### src/rtl/stg_pkg.sv
package stg_pkg;

    typedef enum logic [1:0] {
        ST_OFF  = 2'd0,
        ST_RUN  = 2'd1,
        ST_HOLD = 2'd2
    } mon_state_e;

    localparam logic [1:0] A_CTRL  = 2'd0;
    localparam logic [1:0] A_FLOOR = 2'd1;
    localparam logic [1:0] A_STAT  = 2'd2;
    localparam logic [1:0] A_TIMER = 2'd3;

    localparam int CTRL_START = 0;
    localparam int CTRL_ALERT = 1;
    localparam int STAT_LOW   = 1;

endpackage

### src/rtl/stg_sync.sv
module stg_sync #(
    parameter int   STAGES  = 2,
    parameter logic RST_VAL = 1'b1
) (
    input  logic clk,
    input  logic rst_n,
    input  logic d,
    output logic q
);
    logic [STAGES-1:0] chain;

    genvar g;
    generate
        for (g = 0; g < STAGES; g++) begin : g_stage
            if (g == 0) begin : g_first
                always_ff @(posedge clk or negedge rst_n) begin
                    if (!rst_n) chain[0] <= RST_VAL;
                    else        chain[0] <= d;
                end
            end else begin : g_next
                always_ff @(posedge clk or negedge rst_n) begin
                    if (!rst_n) chain[g] <= RST_VAL;
                    else        chain[g] <= chain[g-1];
                end
            end
        end
    endgenerate

    assign q = chain[STAGES-1];
endmodule

### src/rtl/stg_prescaler.sv
module stg_prescaler #(
    parameter int PRESC = 4
) (
    input  logic clk,
    input  logic rst_n,
    output logic tick
);
    localparam int PW = (PRESC > 2) ? $clog2(PRESC) : 1;
    localparam logic [PW-1:0] LAST = PW'(PRESC - 1);

    logic [PW-1:0] div_q;

    always_ff @(posedge clk or negedge rst_n) begin
        if (!rst_n)            div_q <= '0;
        else if (div_q == LAST) div_q <= '0;
        else                   div_q <= div_q + 1'b1;
    end

    assign tick = (div_q == LAST);
endmodule

### src/rtl/stg_supply_fsm.sv
module stg_supply_fsm
    import stg_pkg::*;
#(
    parameter int SW = 8
) (
    input  logic          clk,
    input  logic          rst_n,
    input  logic          start,
    input  logic          smp_valid,
    input  logic [SW-1:0] smp_code,
    input  logic [SW-1:0] floor_lvl,
    output mon_state_e    state,
    output logic          count_ok,
    output logic          low_evt
);
    mon_state_e nxt;
    logic       under;

    assign under = smp_code < floor_lvl;

    // state register
    always_ff @(posedge clk or negedge rst_n) begin
        if (!rst_n) state <= ST_OFF;
        else        state <= nxt;
    end

    // next state: start, stop, dip, recover
    always_comb begin
        nxt = state;
        unique case (state)
            ST_OFF:  if (start) nxt = ST_RUN;
            ST_RUN: begin
                if (!start)                  nxt = ST_OFF;
                else if (smp_valid && under) nxt = ST_HOLD;
            end
            ST_HOLD: begin
                if (!start)                   nxt = ST_OFF;
                else if (smp_valid && !under) nxt = ST_RUN;
            end
            default: nxt = ST_OFF;
        endcase
    end

    // outputs
    always_comb begin
        count_ok = 1'b0;
        low_evt  = 1'b0;
        unique case (state)
            ST_OFF:  ;
            ST_RUN: begin
                count_ok = 1'b1;
                low_evt  = smp_valid && under;
            end
            ST_HOLD: low_evt = smp_valid && under;
            default: ;
        endcase
    end
endmodule

### src/rtl/stg_event_timer.sv
module stg_event_timer #(
    parameter int TW = 8
) (
    input  logic          clk,
    input  logic          rst_n,
    input  logic          inc,
    input  logic          rd_clr,
    output logic [TW-1:0] value
);
    localparam logic [TW-1:0] TOP = {TW{1'b1}};

    always_ff @(posedge clk or negedge rst_n) begin
        if (!rst_n)                  value <= '0;
        else if (rd_clr)             value <= inc ? TW'(1) : '0;
        else if (inc && value != TOP) value <= value + 1'b1;
    end
endmodule

### src/rtl/stg_top.sv
module stg_top
    import stg_pkg::*;
#(
    parameter int DW          = 8,
    parameter int SW          = 8,
    parameter int TMR_W       = 8,
    parameter int PRESC       = 4,
    parameter int SYNC_STAGES = 2
) (
    input  logic          clk,
    input  logic          rst_n,
    input  logic          reg_wr,
    input  logic          reg_rd,
    input  logic [1:0]    reg_addr,
    input  logic [DW-1:0] reg_wdata,
    output logic [DW-1:0] reg_rdata,
    input  logic [SW-1:0] sup_code,
    input  logic          sup_valid,
    input  logic          therm_n,
    output logic          alert_n
);
    logic [DW-1:0]    ctrl_q;
    logic [SW-1:0]    floor_q;
    logic             stat_q;
    logic [TMR_W-1:0] timer_q;
    logic             therm_sync_n;
    logic             tick;
    logic             count_ok;
    logic             low_evt;
    logic             wr_ctrl;
    logic             wr_floor;
    logic             w1c;
    logic             rd_tmr;
    logic             alert_en;
    mon_state_e       state;

    assign wr_ctrl  = reg_wr && (reg_addr == A_CTRL);
    assign wr_floor = reg_wr && (reg_addr == A_FLOOR);
    assign w1c      = reg_wr && (reg_addr == A_STAT) && reg_wdata[STAT_LOW];
    assign rd_tmr   = reg_rd && (reg_addr == A_TIMER);
    assign alert_en = ctrl_q[CTRL_ALERT];

    stg_sync #(.STAGES(SYNC_STAGES), .RST_VAL(1'b1)) u_sync (
        .clk(clk), .rst_n(rst_n), .d(therm_n), .q(therm_sync_n)
    );

    stg_prescaler #(.PRESC(PRESC)) u_div (
        .clk(clk), .rst_n(rst_n), .tick(tick)
    );

    stg_supply_fsm #(.SW(SW)) u_fsm (
        .clk(clk), .rst_n(rst_n), .start(ctrl_q[CTRL_START]),
        .smp_valid(sup_valid), .smp_code(sup_code), .floor_lvl(floor_q),
        .state(state), .count_ok(count_ok), .low_evt(low_evt)
    );

    stg_event_timer #(.TW(TMR_W)) u_tmr (
        .clk(clk), .rst_n(rst_n),
        .inc(tick && !therm_sync_n && count_ok),
        .rd_clr(rd_tmr), .value(timer_q)
    );

    always_ff @(posedge clk or negedge rst_n) begin
        if (!rst_n) begin
            ctrl_q  <= '0;
            floor_q <= '0;
        end else begin
            if (wr_ctrl)  ctrl_q  <= reg_wdata;
            if (wr_floor) floor_q <= reg_wdata[SW-1:0];
        end
    end

    // sticky flag: a new low sample outranks a clearing write
    always_ff @(posedge clk or negedge rst_n) begin
        if (!rst_n)       stat_q <= 1'b0;
        else if (low_evt) stat_q <= 1'b1;
        else if (w1c)     stat_q <= 1'b0;
    end

    assign alert_n = ~(stat_q & alert_en);

    always_comb begin
        reg_rdata = '0;
        unique case (reg_addr)
            A_CTRL:  reg_rdata = ctrl_q;
            A_FLOOR: reg_rdata = DW'(floor_q);
            A_STAT:  reg_rdata[STAT_LOW] = stat_q;
            A_TIMER: reg_rdata = DW'(timer_q);
            default: reg_rdata = '0;
        endcase
    end
endmodule

### config.mk
export PLATFORM = sky130hd
export DESIGN_NAME = stg_top
export DESIGN_NICKNAME = d
export VERILOG_FILES = /design/src/rtl/stg_pkg.sv /design/src/rtl/stg_sync.sv /design/src/rtl/stg_prescaler.sv /design/src/rtl/stg_supply_fsm.sv /design/src/rtl/stg_event_timer.sv /design/src/rtl/stg_top.sv
export SDC_FILE = /design/constraint.sdc
export NUM_CORES = 1
export LEC_CHECK = 0
export CAP_MARGIN = 15
export CORE_UTILIZATION = 51
export CTS_CLUSTER_DIAMETER = 100
export DETAILED_ROUTE_END_ITERATION = 10
export GPL_TIMING_DRIVEN = 0
export HOLD_SLACK_MARGIN = 0.15
export PLACE_DENSITY = 0.86
export SETUP_SLACK_MARGIN = 0.15
export SYNTH_ARGS = -nofsm -noshare
export SYNTH_HDL_FRONTEND = slang
export SYNTH_SLANG_ARGS = --single-unit
### constraint.sdc
create_clock -name clk -period 2.6 [get_ports clk]
set_clock_uncertainty 0.15 [all_clocks]
set_input_delay 0.39 -clock clk [delete_from_list [all_inputs] [get_ports clk]]
set_output_delay 0.39 -clock clk [all_outputs]
set_load 0.01 [all_outputs]
Yosys cells after proc, flatten, opt, wreduce, memory -nomap -nowiden
Index checks and enable logic that the tools add are counted.
W data, S select, Z words.
- add/subtract/negate cells: 2
- multiply operators: 0
- div/mod/pow operators: 0
- $lt $le $gt $ge: 1
- eq/ne operators: 10
- shift operators: 0
- muxes and demuxes: 17
- bitwise operators: 2
- reduce and logical (&&, ||, !) cells: 18
- operator list (operator ; count):
    $pmux W6 S3 ; 1
    $mux W8 ; 2
    $mux W2 ; 6
    $logic_and A1 B1 Y1 ; 10
    $add A8 B1 Y8 const B ; 1
    $eq A2 B2 Y1 const B ; 4
    $lt A8 B8 Y1 ; 1
    $ne A8 B8 Y1 const B ; 1
    $ne A3 B2 Y1 const B ; 2
    $pmux W2 S3 ; 1
    $mux W1 ; 5
    $eq A2 B1 Y1 const B ; 2
    $logic_not A2 Y1 ; 2
    $pmux W1 S4 ; 1
    $reduce_bool A2 Y1 ; 2
    $pmux W1 S3 ; 1
    $reduce_and A3 Y1 ; 1
    $add A2 B1 Y2 const B ; 1
    $logic_not A1 Y1 ; 2
    $ne A2 B2 Y1 const B ; 1
    $reduce_or A2 Y1 ; 1
    $and A1 B1 Y1 ; 1
    $not A1 Y1 ; 1
- register bits: 31
- latch bits: 0
- memory bits (writable): 0
- bits in read-only memories: 0
- output and inout bits: 9
- memories: 0

Logic depth before layout (Yosys ltp)
- depth in word-level cells: 6
- depth in mapped cells: 8
- gate-level depth less buffers: 8

Modules after synthesis
A second synthesis with hierarchy kept.
- cell total of the unflattened synthesis: 167
- area, all modules: 1895.6 um^2
- by module, submodules not included (module ; times used ; cells each ; area an instance (um^2)):
    stg_top ; 1 ; 60 ; 862.1
    stg_event_timer ; 1 ; 47 ; 473.0
    stg_supply_fsm ; 1 ; 54 ; 441.7
    stg_prescaler ; 1 ; 4 ; 66.3
    stg_sync ; 1 ; 2 ; 52.6

Least setup slack after synthesis
OpenSTA, ideal clock, no wires.
- kind: input-to-reg
- start: in sup_code[3]
- end: reg u_fsm.state[1]
- setup time: 0.128 ns
- arrival time: 1.624 ns
- data required time: 2.322 ns
- slack: 0.697 ns
- stages on the path: 6
- cell sequence: ha_1 o21ai_0 a221o_1 a211o_1 a31oi_1 o22ai_1
- cells in the longest elaborated chain, start to end: 5
- elaborated cells on any way between the ends: 7
- those cells by class: order compare (1); eq/ne (2); reduce/logical (4)
- RTL lines (element ; line ; source):
    start: declaration ; stg_top.sv:17 ; input logic [SW-1:0] sup_code,
    $lt A8 B8 Y1 * ; stg_supply_fsm.sv:19 ; assign under = smp_code < floor_lvl;
    $logic_not A1 Y1 ; stg_supply_fsm.sv:38 ; else if (smp_valid && !under) nxt = ST_RUN;
    $logic_and A1 B1 Y1 ; stg_supply_fsm.sv:38 ;
    $ne A3 B2 Y1 (no source line) ; -- ;
    $reduce_and A3 Y1 (no source line) * ; -- ;
    end signal: assignment ; stg_supply_fsm.sv:24 ; else state <= nxt;
    end: declaration ; stg_supply_fsm.sv:12 ; output mon_state_e state,
Mark *: on every way between the ends. The rest lies on a longest branch, timed or not.
A chain may end at the register's enable or synchronous reset.

Final worst setup path
- start: in reg_addr[0]
- end: out reg_rdata[1]
- cells in the longest elaborated chain, start to end: 2
- elaborated cells on any way between the ends: 5
- those cells by class: eq/ne (3); mux (1); reduce/logical (1)
- RTL lines (element ; line ; source):
    start: declaration ; stg_top.sv:14 ; input logic [1:0] reg_addr,
    $eq A2 B2 Y1, or another cell as far along ; stg_top.sv:84 ; unique case (reg_addr)
    $pmux W1 S4 * ; stg_top.sv:84 ;
    end: declaration ; stg_top.sv:16 ; output logic [DW-1:0] reg_rdata,
Marks and branches as above.

==> results_dict.tcl <==
set metrics [dict create \
    status "completed" \
    cp_data_required_time_ns 2.06 \
    whs_ns 0.216 \
    setup.worst_path.class "in2out" \
    gr-max-usage-layer "met2" \
    synth.yosys.seq_area_share_pct 44.5 \
    clock_tree.buffer_depth 2 \
    timing.rr.end "u_tmr.value[5]" \
    path_buf_inv 3 \
    final-setup-viol-count 0 \
    cts.sinks 31 \
    fin_crit_sh_pct 89.1 \
    netlist.area_leader.share_pct 41.5 \
    placement.cell_area_mm2 0.00215 \
    timing.critical_path.from_type "input port" \
    hold_fails_final_rpt 0 \
    proportion_of_layout_cells_with_a_drive_suffix_above_1_pct 17.4 \
    cts_tree "yes" \
    initial_utilization_pct 55.5 \
    most_frequent_standard_cell_in_the_layout_excluding_fill_and_tap_cells "dfrtp_1" \
    min_delay_startpoint "u_sync.chain[0]" \
    fillCellCount 252 \
    fin_cells 245 \
    cts_max_level 2 \
    numPortBuffers 32 \
    netlist_instances 159 \
    vdd_ir_drop_max_v 0.000438 \
    grt_remaining_overflow 0 \
    vias_in_the_first_global_route 1326 \
    crit_arrival_ns 1.78 \
    wire_length_of_the_first_global_routing_pass_um 5860 \
    cellPowerDensity_mw_per_mm2 624 \
    synthesis.nets 196 \
    core_area_mm2 0.00315 \
    avg_vias_per_cell 5.45 \
    yosys_warnings 0 \
    grt_setup_unrepaired "false" \
    die_height_um 60.6 \
    critPathMaxFanout 4 \
    number_of_optimization_iterations_in_the_first_detailed_route_pass 4 \
    syn-mean-instance-area_um2 11.0 \
    holdPathStages 0 \
    route.antenna.remaining_nets 0 \
    worstRegToRegCells 8 \
    max_cap_violations 0 \
    achievable-frequency_mhz 432 \
    final_core_utilization_pct 70.9 \
    areaGrowthSynthToFinish_pct 27.8 \
    antenna_cells_inserted 0 \
    postCtsHoldBufs 0 \
    tightest_slew_ns 0.707 \
    ff2ff_setup_slack_ns 0.46 \
    p_leak_uw 0.00103 \
    synth.ff_latch_count 31 \
    drc 0 \
    finish.instance_area_mm2 0.00223 \
    rows 20 \
    initial_antenna_violation_count 0 \
    io_pins 33 \
    post-place-cells 236 \
    die_area_mm2 0.00367 \
    crit_slowest_cell "clkdlybuf4s50_1" \
    synth.top_cells.by_area "dfrtp_1, mux2_2, ha_1" \
    top_cell_family_by_delay_on_the_critical_path "buffers and inverters" \
    nNetsFinal 237 \
    drt-initial-drc-count 38 \
    routed_wire_length_per_instance_um 15.0 \
    mappedNetlistArea_mm2 0.00175 \
    maxSlewHeadroom_pct 52.6 \
    worst_skew_pair.late_latency_ns 0.34 \
    numCtsBuffers 5 \
    worst_setup_path_end_kind "output pin" \
    cp_cell_sequence "dlygate4sd2_1 > buf_6 > mux4_2 > clkdlybuf4s50_1" \
    cp_slowest_stage_delay_ns 0.49 \
    gp_congestion 0.798 \
    routed_wirelength_um 3670 \
    path_clk_slew_ns 0.09 \
    grt_use_met1_pct 27.4 \
    fp.dieW_um 60.6 \
    cts_root_buffer "clkbuf_4" \
    globalRouteMet3Util_pct 7.68 \
    r2r-start "u_fsm.state[1]" \
    hpwl_um 2800 \
    grt_usage_pct 22.9 \
    met2_usage_pct 37.2 \
    layout_common_cells "dfrtp_1, clkdlybuf4s50_1, mux2_2" \
    min_cycle_time_layout_ns 2.32 \
    finalMaxSlewViolations 0 \
    timing.critical_path.depth 4 \
    hp-class "reg2reg" \
    post-synth-top-area-cell "dfrtp_1" \
    vias 1336 \
    synth_cell_type_count 33 \
    worstHoldEndpoint "u_sync.q" \
    maximum_number_of_pins_on_one_net_before_global_route_repair 22 \
]
==> how the worst max path moves through the flow <==
stage,from,endpoint
6_report,reg_addr[0],reg_rdata[1]
5_1_grt,reg_addr[0],reg_rdata[1]
4_1_cts,reg_addr[0],reg_rdata[1]
3_5_place_dp,reg_addr[1],reg_rdata[7]
3_3_place_gp,reg_addr[1],reg_rdata[6]
2_1_floorplan,sup_code[3],u_fsm.state[1]
==> stage by stage <==
| stage | total power (µW) | TNS (ns) | setup slack, ns |
|---|---|---|---|
| after CTS | 1410 | 0 | 0.291 |
| final | 1390 | 0 | 0.284 |
| after floorplan | 897 | 0 | 0.697 |
| after global placement | 1050 | -2.32 | -0.327 |
| after global routing | 1480 | 0 | 0.253 |
| after detailed placement | 1090 | -2.90 | -0.408 |
==> synth_stat cells <==
master    number
a211o_1        1
a21oi_1        3
a221o_1        1
a22o_1         1
a31oi_1        3
a41oi_4        1
and2_1         2
and3_1         2
and3_4         1
and4_4         1
buf_2          1
clkbuf_1       3
dfrtp_1       29
dfstp_2        2
ha_1          13
inv_1         13
mux2_2        16
mux2i_1        9
mux4_2         1
nand2_1       12
nand3_1        3
nand3b_1       3
nand4_1        3
nand4b_1       1
nor2_1        10
nor2b_1        1
nor3_1         2
nor3b_2        1
o21ai_0        9
o21bai_1       1
o22ai_1        2
or4bb_1        1
xor2_1         7
==> worst reg2reg max path, stage by stage (launching register included) <==
cell and delay (ns):
dfrtp_1 0.42, inv_1 0.13, ha_1 0.27, nand3b_1 0.19
a41oi_4 0.31, and3_4 0.24, nand4_1 0.11, xor2_1 0.14
nor2_1 0.05
==> logic make-up (layout without fill, tap and decap cells) <==
group / after synthesis / count (layout) / share of synthesized area (%)
compound gates: 22 / 22 / 8.80
simple gates: 43 / 43 / 13.4
flops: 31 / 31 / 44.5
mux: 26 / 26 / 16.7
xor+xnor: 7 / 7 / 3.51
fa+ha+maj: 13 / 13 / 9.30
buf+inv: 17 / 59 / 3.72
==> power by group <==
group	total (µW)	switching [µW]	internal (µW)
sequential	633	70.1	563
clock	321	162	159
combinational	440	204	235
==> metal layers <==
layer / part of all wire [%] / up-vias / routed length (µm)
met4: 2.6 / 0 / 96
met3: 4.7 / 10 / 172
met1: 47 / 634 / 1720
met2: 46 / 41 / 1680
li1: - / 651 / -
met5: 0 / - / 0
==> sequential cells by signal, summed over array words and instances (netlist names) <==
name / count
u_fsm.state: 2
u_sync.q: 1
floor_q: 8
u_div.div_q: 2
u_sync.chain: 1
u_tmr.value: 8
ctrl_q: 8
stat_q: 1
==> cell type report <==
type | count | area, µm² | area share, %
Multi-Input combinational cell | 111 | 906 | 40.5
Sequential cell | 31 | 778 | 34.8
Buffer | 4 | 33.8 | 1.51
Inverter | 13 | 48.8 | 2.18
Clock buffer | 8 | 68.8 | 3.08
Tap cell | 44 | 55.1 | 2.46
Timing Repair Buffer | 34 | 344 | 15.4
==> what timing repair did <==
item                                    4_1_cts  5_1_grt
setup buffers                                 1        0
gates resized for setup                      15        0
endpoints found under the setup margin        8        0
Note: power is estimated with default switching activity, not from simulation.
